## src/rtl/dct_pkg.sv

```systemverilog
package dct_pkg;

    // Controller states of the compare timer
    typedef enum logic [1:0] {
        TS_STOP = 2'd0,
        TS_RUN  = 2'd1,
        TS_HIT  = 2'd2
    } tmr_state_t;

    localparam int unsigned DCT_CW = 16;
    localparam int unsigned DCT_BW = 8;

endpackage

```

## src/rtl/dct_regs.sv

```systemverilog
module dct_regs
    import dct_pkg::*;
#(
    parameter int unsigned CW = DCT_CW,
    parameter int unsigned BW = DCT_BW,
    localparam int unsigned NB = CW / BW,
    localparam int unsigned AW = (NB > 1) ? $clog2(NB) : 1
) (
    input  logic          clk,
    input  logic          rst_n,
    input  logic          wr_en,
    input  logic [AW-1:0] addr,
    input  logic [BW-1:0] wdata,
    input  logic          stopped,
    input  logic          dbuf_en,
    input  logic          hit,
    output logic [CW-1:0] active,
    output logic [CW-1:0] shadow
);

    localparam logic [AW-1:0] TOP_IDX = AW'(NB - 1);

    logic [CW-1:0] commit_val;
    logic          commit;

    assign commit = wr_en && (addr == TOP_IDX);

    // Staging bytes for every byte below the top one
    genvar gi;
    generate
        for (gi = 0; gi < NB - 1; gi++) begin : g_stage
            logic [BW-1:0] stage_q;
            always_ff @(posedge clk or negedge rst_n) begin
                if (!rst_n) begin
                    stage_q <= '0;
                end else if (wr_en && (addr == AW'(gi))) begin
                    stage_q <= wdata;
                end
            end
            assign commit_val[gi*BW +: BW] = stage_q;
        end
    endgenerate
    assign commit_val[(NB-1)*BW +: BW] = wdata;

    // Pending (shadow) compare value
    always_ff @(posedge clk or negedge rst_n) begin
        if (!rst_n) begin
            shadow <= '1;
        end else if (commit) begin
            shadow <= commit_val;
        end
    end

    // Live compare value
    always_ff @(posedge clk or negedge rst_n) begin
        if (!rst_n) begin
            active <= '1;
        end else if (commit && (stopped || !dbuf_en)) begin
            active <= commit_val;
        end else if (hit && dbuf_en) begin
            active <= shadow;
        end
    end

    assert_stage_only_R2: assert property (@(posedge clk) disable iff (!rst_n)
        (wr_en && (addr != TOP_IDX)) |=> $stable(shadow));

    assert_stopped_commit_R4: assert property (@(posedge clk) disable iff (!rst_n)
        (commit && stopped) |=> (active == shadow));

    assert_dbuf_hold_R7: assert property (@(posedge clk) disable iff (!rst_n)
        (commit && !stopped && dbuf_en && !hit) |=> $stable(active));

    assert_match_load_R8: assert property (@(posedge clk) disable iff (!rst_n)
        (hit && dbuf_en && !(commit && stopped)) |=> (active == $past(shadow)));

    assert_direct_commit_R10: assert property (@(posedge clk) disable iff (!rst_n)
        (commit && !dbuf_en) |=> (active == shadow));

endmodule

```

## src/rtl/dct_ctrl.sv

```systemverilog
module dct_ctrl
    import dct_pkg::*;
#(
    parameter int unsigned CW = DCT_CW
) (
    input  logic          clk,
    input  logic          rst_n,
    input  logic          run_i,
    input  logic [CW-1:0] active,
    output logic [CW-1:0] count_o,
    output logic          hit_o,
    output logic          stopped_o,
    output logic          irq_o
);

    localparam logic [CW-1:0] ONE = CW'(1);

    tmr_state_t state_q, state_d;
    logic [CW-1:0] count_q, count_d;
    logic          running;

    assign running = (state_q != TS_STOP);
    assign hit_o   = running && (count_q == active);

    // Next-state logic
    always_comb begin
        state_d = state_q;
        unique case (state_q)
            TS_STOP: state_d = run_i ? TS_RUN : TS_STOP;           // start
            TS_RUN:  state_d = !run_i ? TS_STOP :
                               (hit_o ? TS_HIT : TS_RUN);          // halt / match
            TS_HIT:  state_d = !run_i ? TS_STOP :
                               (hit_o ? TS_HIT : TS_RUN);          // halt / rematch / continue
            default: state_d = TS_STOP;
        endcase
    end

    // State register
    always_ff @(posedge clk or negedge rst_n) begin
        if (!rst_n) begin
            state_q <= TS_STOP;
        end else begin
            state_q <= state_d;
        end
    end

    // Counter
    always_comb begin
        if (!running || !run_i || hit_o) begin
            count_d = '0;
        end else begin
            count_d = count_q + ONE;
        end
    end

    always_ff @(posedge clk or negedge rst_n) begin
        if (!rst_n) begin
            count_q <= '0;
        end else begin
            count_q <= count_d;
        end
    end

    // Outputs
    always_comb begin
        irq_o     = (state_q == TS_HIT);
        stopped_o = (state_q == TS_STOP);
        count_o   = count_q;
    end

    assert_stop_zero_R5: assert property (@(posedge clk) disable iff (!rst_n)
        stopped_o |-> (count_o == '0));

    assert_count_step_R5: assert property (@(posedge clk) disable iff (!rst_n)
        (!stopped_o && run_i && !hit_o) |=> (count_o == $past(count_o) + ONE));

    assert_irq_pulse_R6: assert property (@(posedge clk) disable iff (!rst_n)
        irq_o |-> ($past(hit_o) && (count_o == '0)));

endmodule

```

## src/rtl/dct_rdmux.sv

```systemverilog
module dct_rdmux
    import dct_pkg::*;
#(
    parameter int unsigned CW = DCT_CW,
    parameter int unsigned BW = DCT_BW,
    localparam int unsigned NB = CW / BW,
    localparam int unsigned AW = (NB > 1) ? $clog2(NB) : 1
) (
    input  logic [CW-1:0] active,
    input  logic [CW-1:0] shadow,
    input  logic          dbuf_en,
    input  logic [AW-1:0] addr,
    output logic [BW-1:0] rdata
);

    logic [CW-1:0] view;
    logic [BW-1:0] bytes [NB];

    assign view = dbuf_en ? shadow : active;

    genvar gi;
    generate
        for (gi = 0; gi < NB; gi++) begin : g_byte
            assign bytes[gi] = view[gi*BW +: BW];
        end
    endgenerate

    always_comb begin
        rdata = '0;
        for (int i = 0; i < NB; i++) begin
            if (addr == AW'(i)) begin
                rdata = bytes[i];
            end
        end
    end

endmodule

```

## src/rtl/dct_timer.sv

```systemverilog
module dct_timer
    import dct_pkg::*;
#(
    parameter int unsigned CW = DCT_CW,
    parameter int unsigned BW = DCT_BW,
    localparam int unsigned NB = CW / BW,
    localparam int unsigned AW = (NB > 1) ? $clog2(NB) : 1
) (
    input  logic          clk,
    input  logic          rst_n,
    input  logic          run_i,
    input  logic          dbuf_en_i,
    input  logic          wr_en_i,
    input  logic [AW-1:0] addr_i,
    input  logic [BW-1:0] wdata_i,
    output logic [BW-1:0] rdata_o,
    output logic [CW-1:0] count_o,
    output logic          irq_o
);

    logic [CW-1:0] active;
    logic [CW-1:0] shadow;
    logic          hit;
    logic          stopped;

    dct_ctrl #(.CW(CW)) u_ctrl (
        .clk      (clk),
        .rst_n    (rst_n),
        .run_i    (run_i),
        .active   (active),
        .count_o  (count_o),
        .hit_o    (hit),
        .stopped_o(stopped),
        .irq_o    (irq_o)
    );

    dct_regs #(.CW(CW), .BW(BW)) u_regs (
        .clk    (clk),
        .rst_n  (rst_n),
        .wr_en  (wr_en_i),
        .addr   (addr_i),
        .wdata  (wdata_i),
        .stopped(stopped),
        .dbuf_en(dbuf_en_i),
        .hit    (hit),
        .active (active),
        .shadow (shadow)
    );

    dct_rdmux #(.CW(CW), .BW(BW)) u_rdmux (
        .active (active),
        .shadow (shadow),
        .dbuf_en(dbuf_en_i),
        .addr   (addr_i),
        .rdata  (rdata_o)
    );

    assert_irq_clears_R6: assert property (@(posedge clk) disable iff (!rst_n)
        $rose(irq_o) |-> (count_o == '0));

endmodule

```

## config.mk

```make
export PLATFORM = sky130hd
export DESIGN_NAME = dct_timer
export DESIGN_NICKNAME = d
export VERILOG_FILES = /design/src/rtl/dct_pkg.sv /design/src/rtl/dct_regs.sv /design/src/rtl/dct_ctrl.sv /design/src/rtl/dct_rdmux.sv /design/src/rtl/dct_timer.sv
export SDC_FILE = /design/constraint.sdc
export NUM_CORES = 1
export LEC_CHECK = 0
export ABC_AREA = 1
export CAP_MARGIN = 40
export CORE_MARGIN = 2
export CORE_UTILIZATION = 43
export CTS_CLUSTER_DIAMETER = 50
export CTS_CLUSTER_SIZE = 28
export DETAILED_ROUTE_END_ITERATION = 10
export GPL_TIMING_DRIVEN = 0
export PLACE_DENSITY = 0.63
export SYNTH_ARGS = -nofsm -noshare
export SYNTH_HDL_FRONTEND = slang
export SYNTH_SLANG_ARGS = --single-unit
```

## constraint.sdc

```tcl
create_clock -name clk -period 2.25 [get_ports clk]
set_clock_uncertainty 0.05 [all_clocks]
set_input_delay 0.675 -clock clk [delete_from_list [all_inputs] [get_ports clk]]
set_output_delay 0.675 -clock clk [all_outputs]
set_load 0.02 [all_outputs]
```

; ---- Yosys cells after proc, flatten, opt, wreduce, memory -nomap -nowiden
; Index checks and enable logic that the tools add are counted.
[totals]
output_inout_bits = 25
word_cells = 34
latchBits = 0
memories = 0
reg_bits = 58
in_bits = 14
rom_bits = 0
mem_bits_rw = 0
[op_classes]
n_addsub = 1
reduce_logical = 15
mux = 9
shift = 0
magnitude_cmp = 0
bitwise = 1
n_div = 0
n_eq_ne = 3
multipliers = 0
[op_table]
columns = cell, n
row1 = 16-bit two-way mux, 4
row2 = "16-bit by 1-bit adder with 16-bit output, second input constant", 1
row3 = 16-bit == test, 1
row4 = 8-bit two-way mux, 1
row5 = 1-bit logical AND, 5
row6 = 2-bit two-way mux, 2
row7 = 2-bit case mux with 2 select lines, 1
row8 = 2-bit nonzero test, 2
row9 = 1-bit zero test, 3
row10 = 1-bit logical OR, 3
row11 = "2-bit by 1-bit == test with 1-bit output, second input constant", 1
row12 = "2-bit == test, second input constant", 1
row13 = 2-bit zero test, 1
row14 = 2-bit OR reduction, 1
row15 = 1-bit two-way mux, 1
row16 = 1-bit NOT, 1

; ---- Logic depth before layout (Yosys ltp)
[logic_depth]
depth_word = 5
ltp_mapped = 12
depth_no_buf = 11

; ---- Hierarchy
; A second synthesis with hierarchy kept.
[unflattened]
hier_cells = 508
hier_area_um2 = 3500.9
[modules_own_cells]
columns = module, n_inst, seq_area_each_um2, cells_each, area_per_inst_um2
row1 = dct_regs, 1, 1041.0, 213, 1831.8
row2 = dct_ctrl, 1, 450.4, 201, 1273.7
row3 = dct_rdmux, 1, 0.0, 94, 395.4

; ---- Least setup slack after synthesis
; OpenSTA, ideal clock, no wires.
[synth_timing]
path_kind = input -> output
from = input dbuf_en_i
to = output rdata_o[1]
path_stages = 4
setup_slack_ps = -147
required_time_ps = 1525
arrival_ps = 1672
path_buffers = 2
path_cell_list = buf_2 -> buf_1 -> nor2_1 -> o21ai_0
[synth_via]
elab_chain_len = 2
[synth_rtl]
columns = item, line
row1 = from (decl), dct_timer.sv:12  ; input logic dbuf_en_i,
row2 = 16-bit two-way mux, dct_rdmux.sv:19  ; assign view = dbuf_en ? shadow : active;
row3 = 8-bit two-way mux, dct_rdmux.sv:31  ; if (addr == AW'(i)) begin
row4 = to (decl), dct_timer.sv:16  ; output logic [BW-1:0] rdata_o,
; No other way between the ends.

; ---- Final worst setup path
; Same ends and word-level chain as after synthesis.

==> qor.txt <==
Row Count: 31
CTS sink cnt: 58
NumNets Final: 488
H-Tree Depth: 3
Die height: 90.1 um
Dpl cells: 559
GRT Total Usage: 20.3%
Hold_ws: 0.239 ns
Post-Synth Simple-Gate Area: 27.1%
Num CTS Buffers: 9
DRT antenna net count: 0
CP Capture Type: primary output
Top_reg_cell synth: dfstp_2
Core area: 7210 sq um
Total power: 0.00322 W
Full die area: 8130 sq um
Final setup fails: 0
Synth Area in Compound Gates: 13.0%
Startpoint types: primary input
Synth warnings: 0
Commonest non-fill, non-tap cell in the layout: nand2_1
Clock buffer depth: 2
Syn Std Cell Area: 3190 sq um
Post-Syn Area per Cell: 7.56 sq um
Flop-to-flop setup slack: 0.35 ns
Worst-margin pin slew: 0.486 ns
Max-Cap Viols: 0
Worst r2r dst: u_regs.active[11]$_DFFE_PN1P_
Final Hold Fails: 0
Later-pin clock latency in the skew report: 0.34 ns
Post-synth EDFFs: 0
Yosys reg bits: 58
Area Overhead vs Synth: 25.1%
Syn Inst Count: 422
CTS root buf: clkbuf_8
I/O pin total: 39
Detail Placement HPWL: 5950 um
Hold buffer count at CTS: 0
Initial DRT Pass Iterations: 4
HP Class: in2async
Relative slew slack: 67.6%
Peak VDD IR: 0.000403 V
Initial Utilization: 44.2%
Vias: 2764
Most frequent cells in the layout: nand2_1 (121), o21ai_0 (60), nor2_1 (43)
Finished Layout Cells: 574
PortBufs: 37
CTS tree: done
Critical Path RT: 1.52 ns
RePlAce Congestion: 0.909
Largest family of logic cells by synthesized area: simple AND/OR/NAND/NOR gates
Sequential fraction of the synthesis area: 46.7%
Pwr Density: 806 nW/um^2
Drt drc: 0
Synth cell types: 30
Final wirelength: 7730 um
Status: completed
Clk slew on worst S/H paths: 0.07 ns
Fillcell total: 723
Post-Synth XOR/XNOR Area: 3.02%
Pleak: 1.83 nW
Layout cells sized above 1: 19.8%
Iteration-0 DRC Markers: 110
Detail-routed net length per standard cell: 13.5 um
Fin util: 55.3%
Fmax: 445 MHz
CP max FO: 10
Post-synthesis mux area share: 0%
CP Data Arrival Time: 1.52 ns
RSZ-0062 raised after global routing: yes
R2R depth: 12
Syn Nets: 440
Via count of the first global-routing pass: 2808
Synth Area in Adders: 1.57%
Vias per inst: 4.82
Initial antenna violation count: 0
Minimum clock period: 2.25 ns
FFs w/ async S/R, synth: 100%
Global-route wire length before repair: 13200 um
Die Width: 90.1 um
Fin. max-slew vios: 0
Largest net degree at the start of global routing: 38
Fin crit share: 99.9%
Antenna Cells: 0
Buffer count from post-CTS setup fixing: 0
Setup CP Type: in2out
Gr ovfl total: 0
Final TNS setup: 0 ns
Critical R2R Launch: u_ctrl.state_q[0]$_DFF_PN0_
[critical path, stage by stage]
cell      delay, ns
buf_4          0.16
inv_6          0.07
clkbuf_8       0.16
o21ai_1        0.18
o21ai_1        0.11
buf_4          0.17
[routing by layer]
metal	track usage, %	vias up	wire, um
li1	-	1441	-
met1	25.4	1262	3540
met2	35.1	54	3840
met5	0	-	0
met3	3.02	7	247
met4	8.46	0	105
[worst max-delay path by stage]
stage               slack, ns                                        to  cells past startpoint       from
floorplan               0.005                                rdata_o[1]                      4  dbuf_en_i
global placement        -1.27  u_regs.g_stage[0].stage_q[0]$_DFFE_PN0P_                      1      rst_n
detailed placement      -1.15                                rdata_o[1]                      7     addr_i
CTS                     0.008                                rdata_o[4]                      6  dbuf_en_i
global route            -0.02                                rdata_o[1]                      6  dbuf_en_i
finish                  0.003                                rdata_o[1]                      6  dbuf_en_i
[layout make-up]
class                           instances  area, sq um  area share (%)
Buffer                                 15         90.1            2.26
Clock buffer                           11          151            3.79
Clock inverter                          5          100            2.51
Inverter                               52          200            5.02
Multi-Input combinational cell        296         1460            36.7
Sequential cell                        58         1490            37.4
Tap cell                               99          124            3.10
Timing Repair Buffer                   38          370            9.28
[cells by family after synthesis]
| family | Yosys count |
|---|---|
| compound gates | 78 |
| xor+xnor | 11 |
| fa+ha+maj | 4 |
| buf+inv | 68 |
| flops | 58 |
| simple gates | 203 |
[per-stage QoR]
| stage | worst slack (ns) | area (sq um) |
|---|---|---|
| final | 0.00269 | 3990 |
| after global routing | -0.0234 | 3990 |
| after CTS | 0.00827 | 3970 |
| after detailed placement | -1.15 | 3740 |
| after global placement | -1.27 | 3720 |
| after floorplan | 0.00504 | 3230 |
[state kept, by name, indices dropped and copies added (netlist names)]
name                    cells
u_ctrl.state_q              2
u_ctrl.count_o             16
u_regs.shadow              16
u_regs.g_stage.stage_q      8
u_regs.active              16
[cell usage after synthesis (2+ instances only)]
| library cell | n | share of area, % |
|---|---|---|
| a21oi_1 | 2 | 0.31 |
| buf_2 | 5 | 0.78 |
| clkbuf_1 | 8 | 0.94 |
| dfrtp_1 | 26 | 20 |
| dfstp_2 | 32 | 26 |
| ha_1 | 4 | 1.6 |
| inv_1 | 43 | 5.1 |
| inv_2 | 9 | 1.1 |
| nand2_1 | 121 | 14 |
| nand3_1 | 22 | 3.5 |
| nand3_2 | 2 | 0.63 |
| nand4_1 | 4 | 0.78 |
| nor2_1 | 43 | 5.1 |
| nor2_2 | 2 | 0.39 |
| nor2_4 | 2 | 0.71 |
| nor3_1 | 3 | 0.47 |
| o21ai_0 | 65 | 10 |
| o21ai_1 | 3 | 0.47 |
| o22ai_1 | 6 | 1.2 |
| xnor2_1 | 3 | 0.82 |
| xor2_1 | 8 | 2.2 |
[repair_timing]
action | CTS | global route
hold endpoints to repair | 0 | 0
setup endpoints to repair | 9 | 7
pin swaps | 0 | 1
resized for setup | 53 | 7
[report_power, final]
group / total, W / switching, W / internal, W
Combinational: 0.000612 / 0.000365 / 0.000247
Clock: 0.00123 / 0.000434 / 0.000793
Sequential: 0.00138 / 0.000125 / 0.00125
Total: 0.00322 / 0.000924 / 0.00229
No activity file was read; power rests on OpenSTA's default activity.
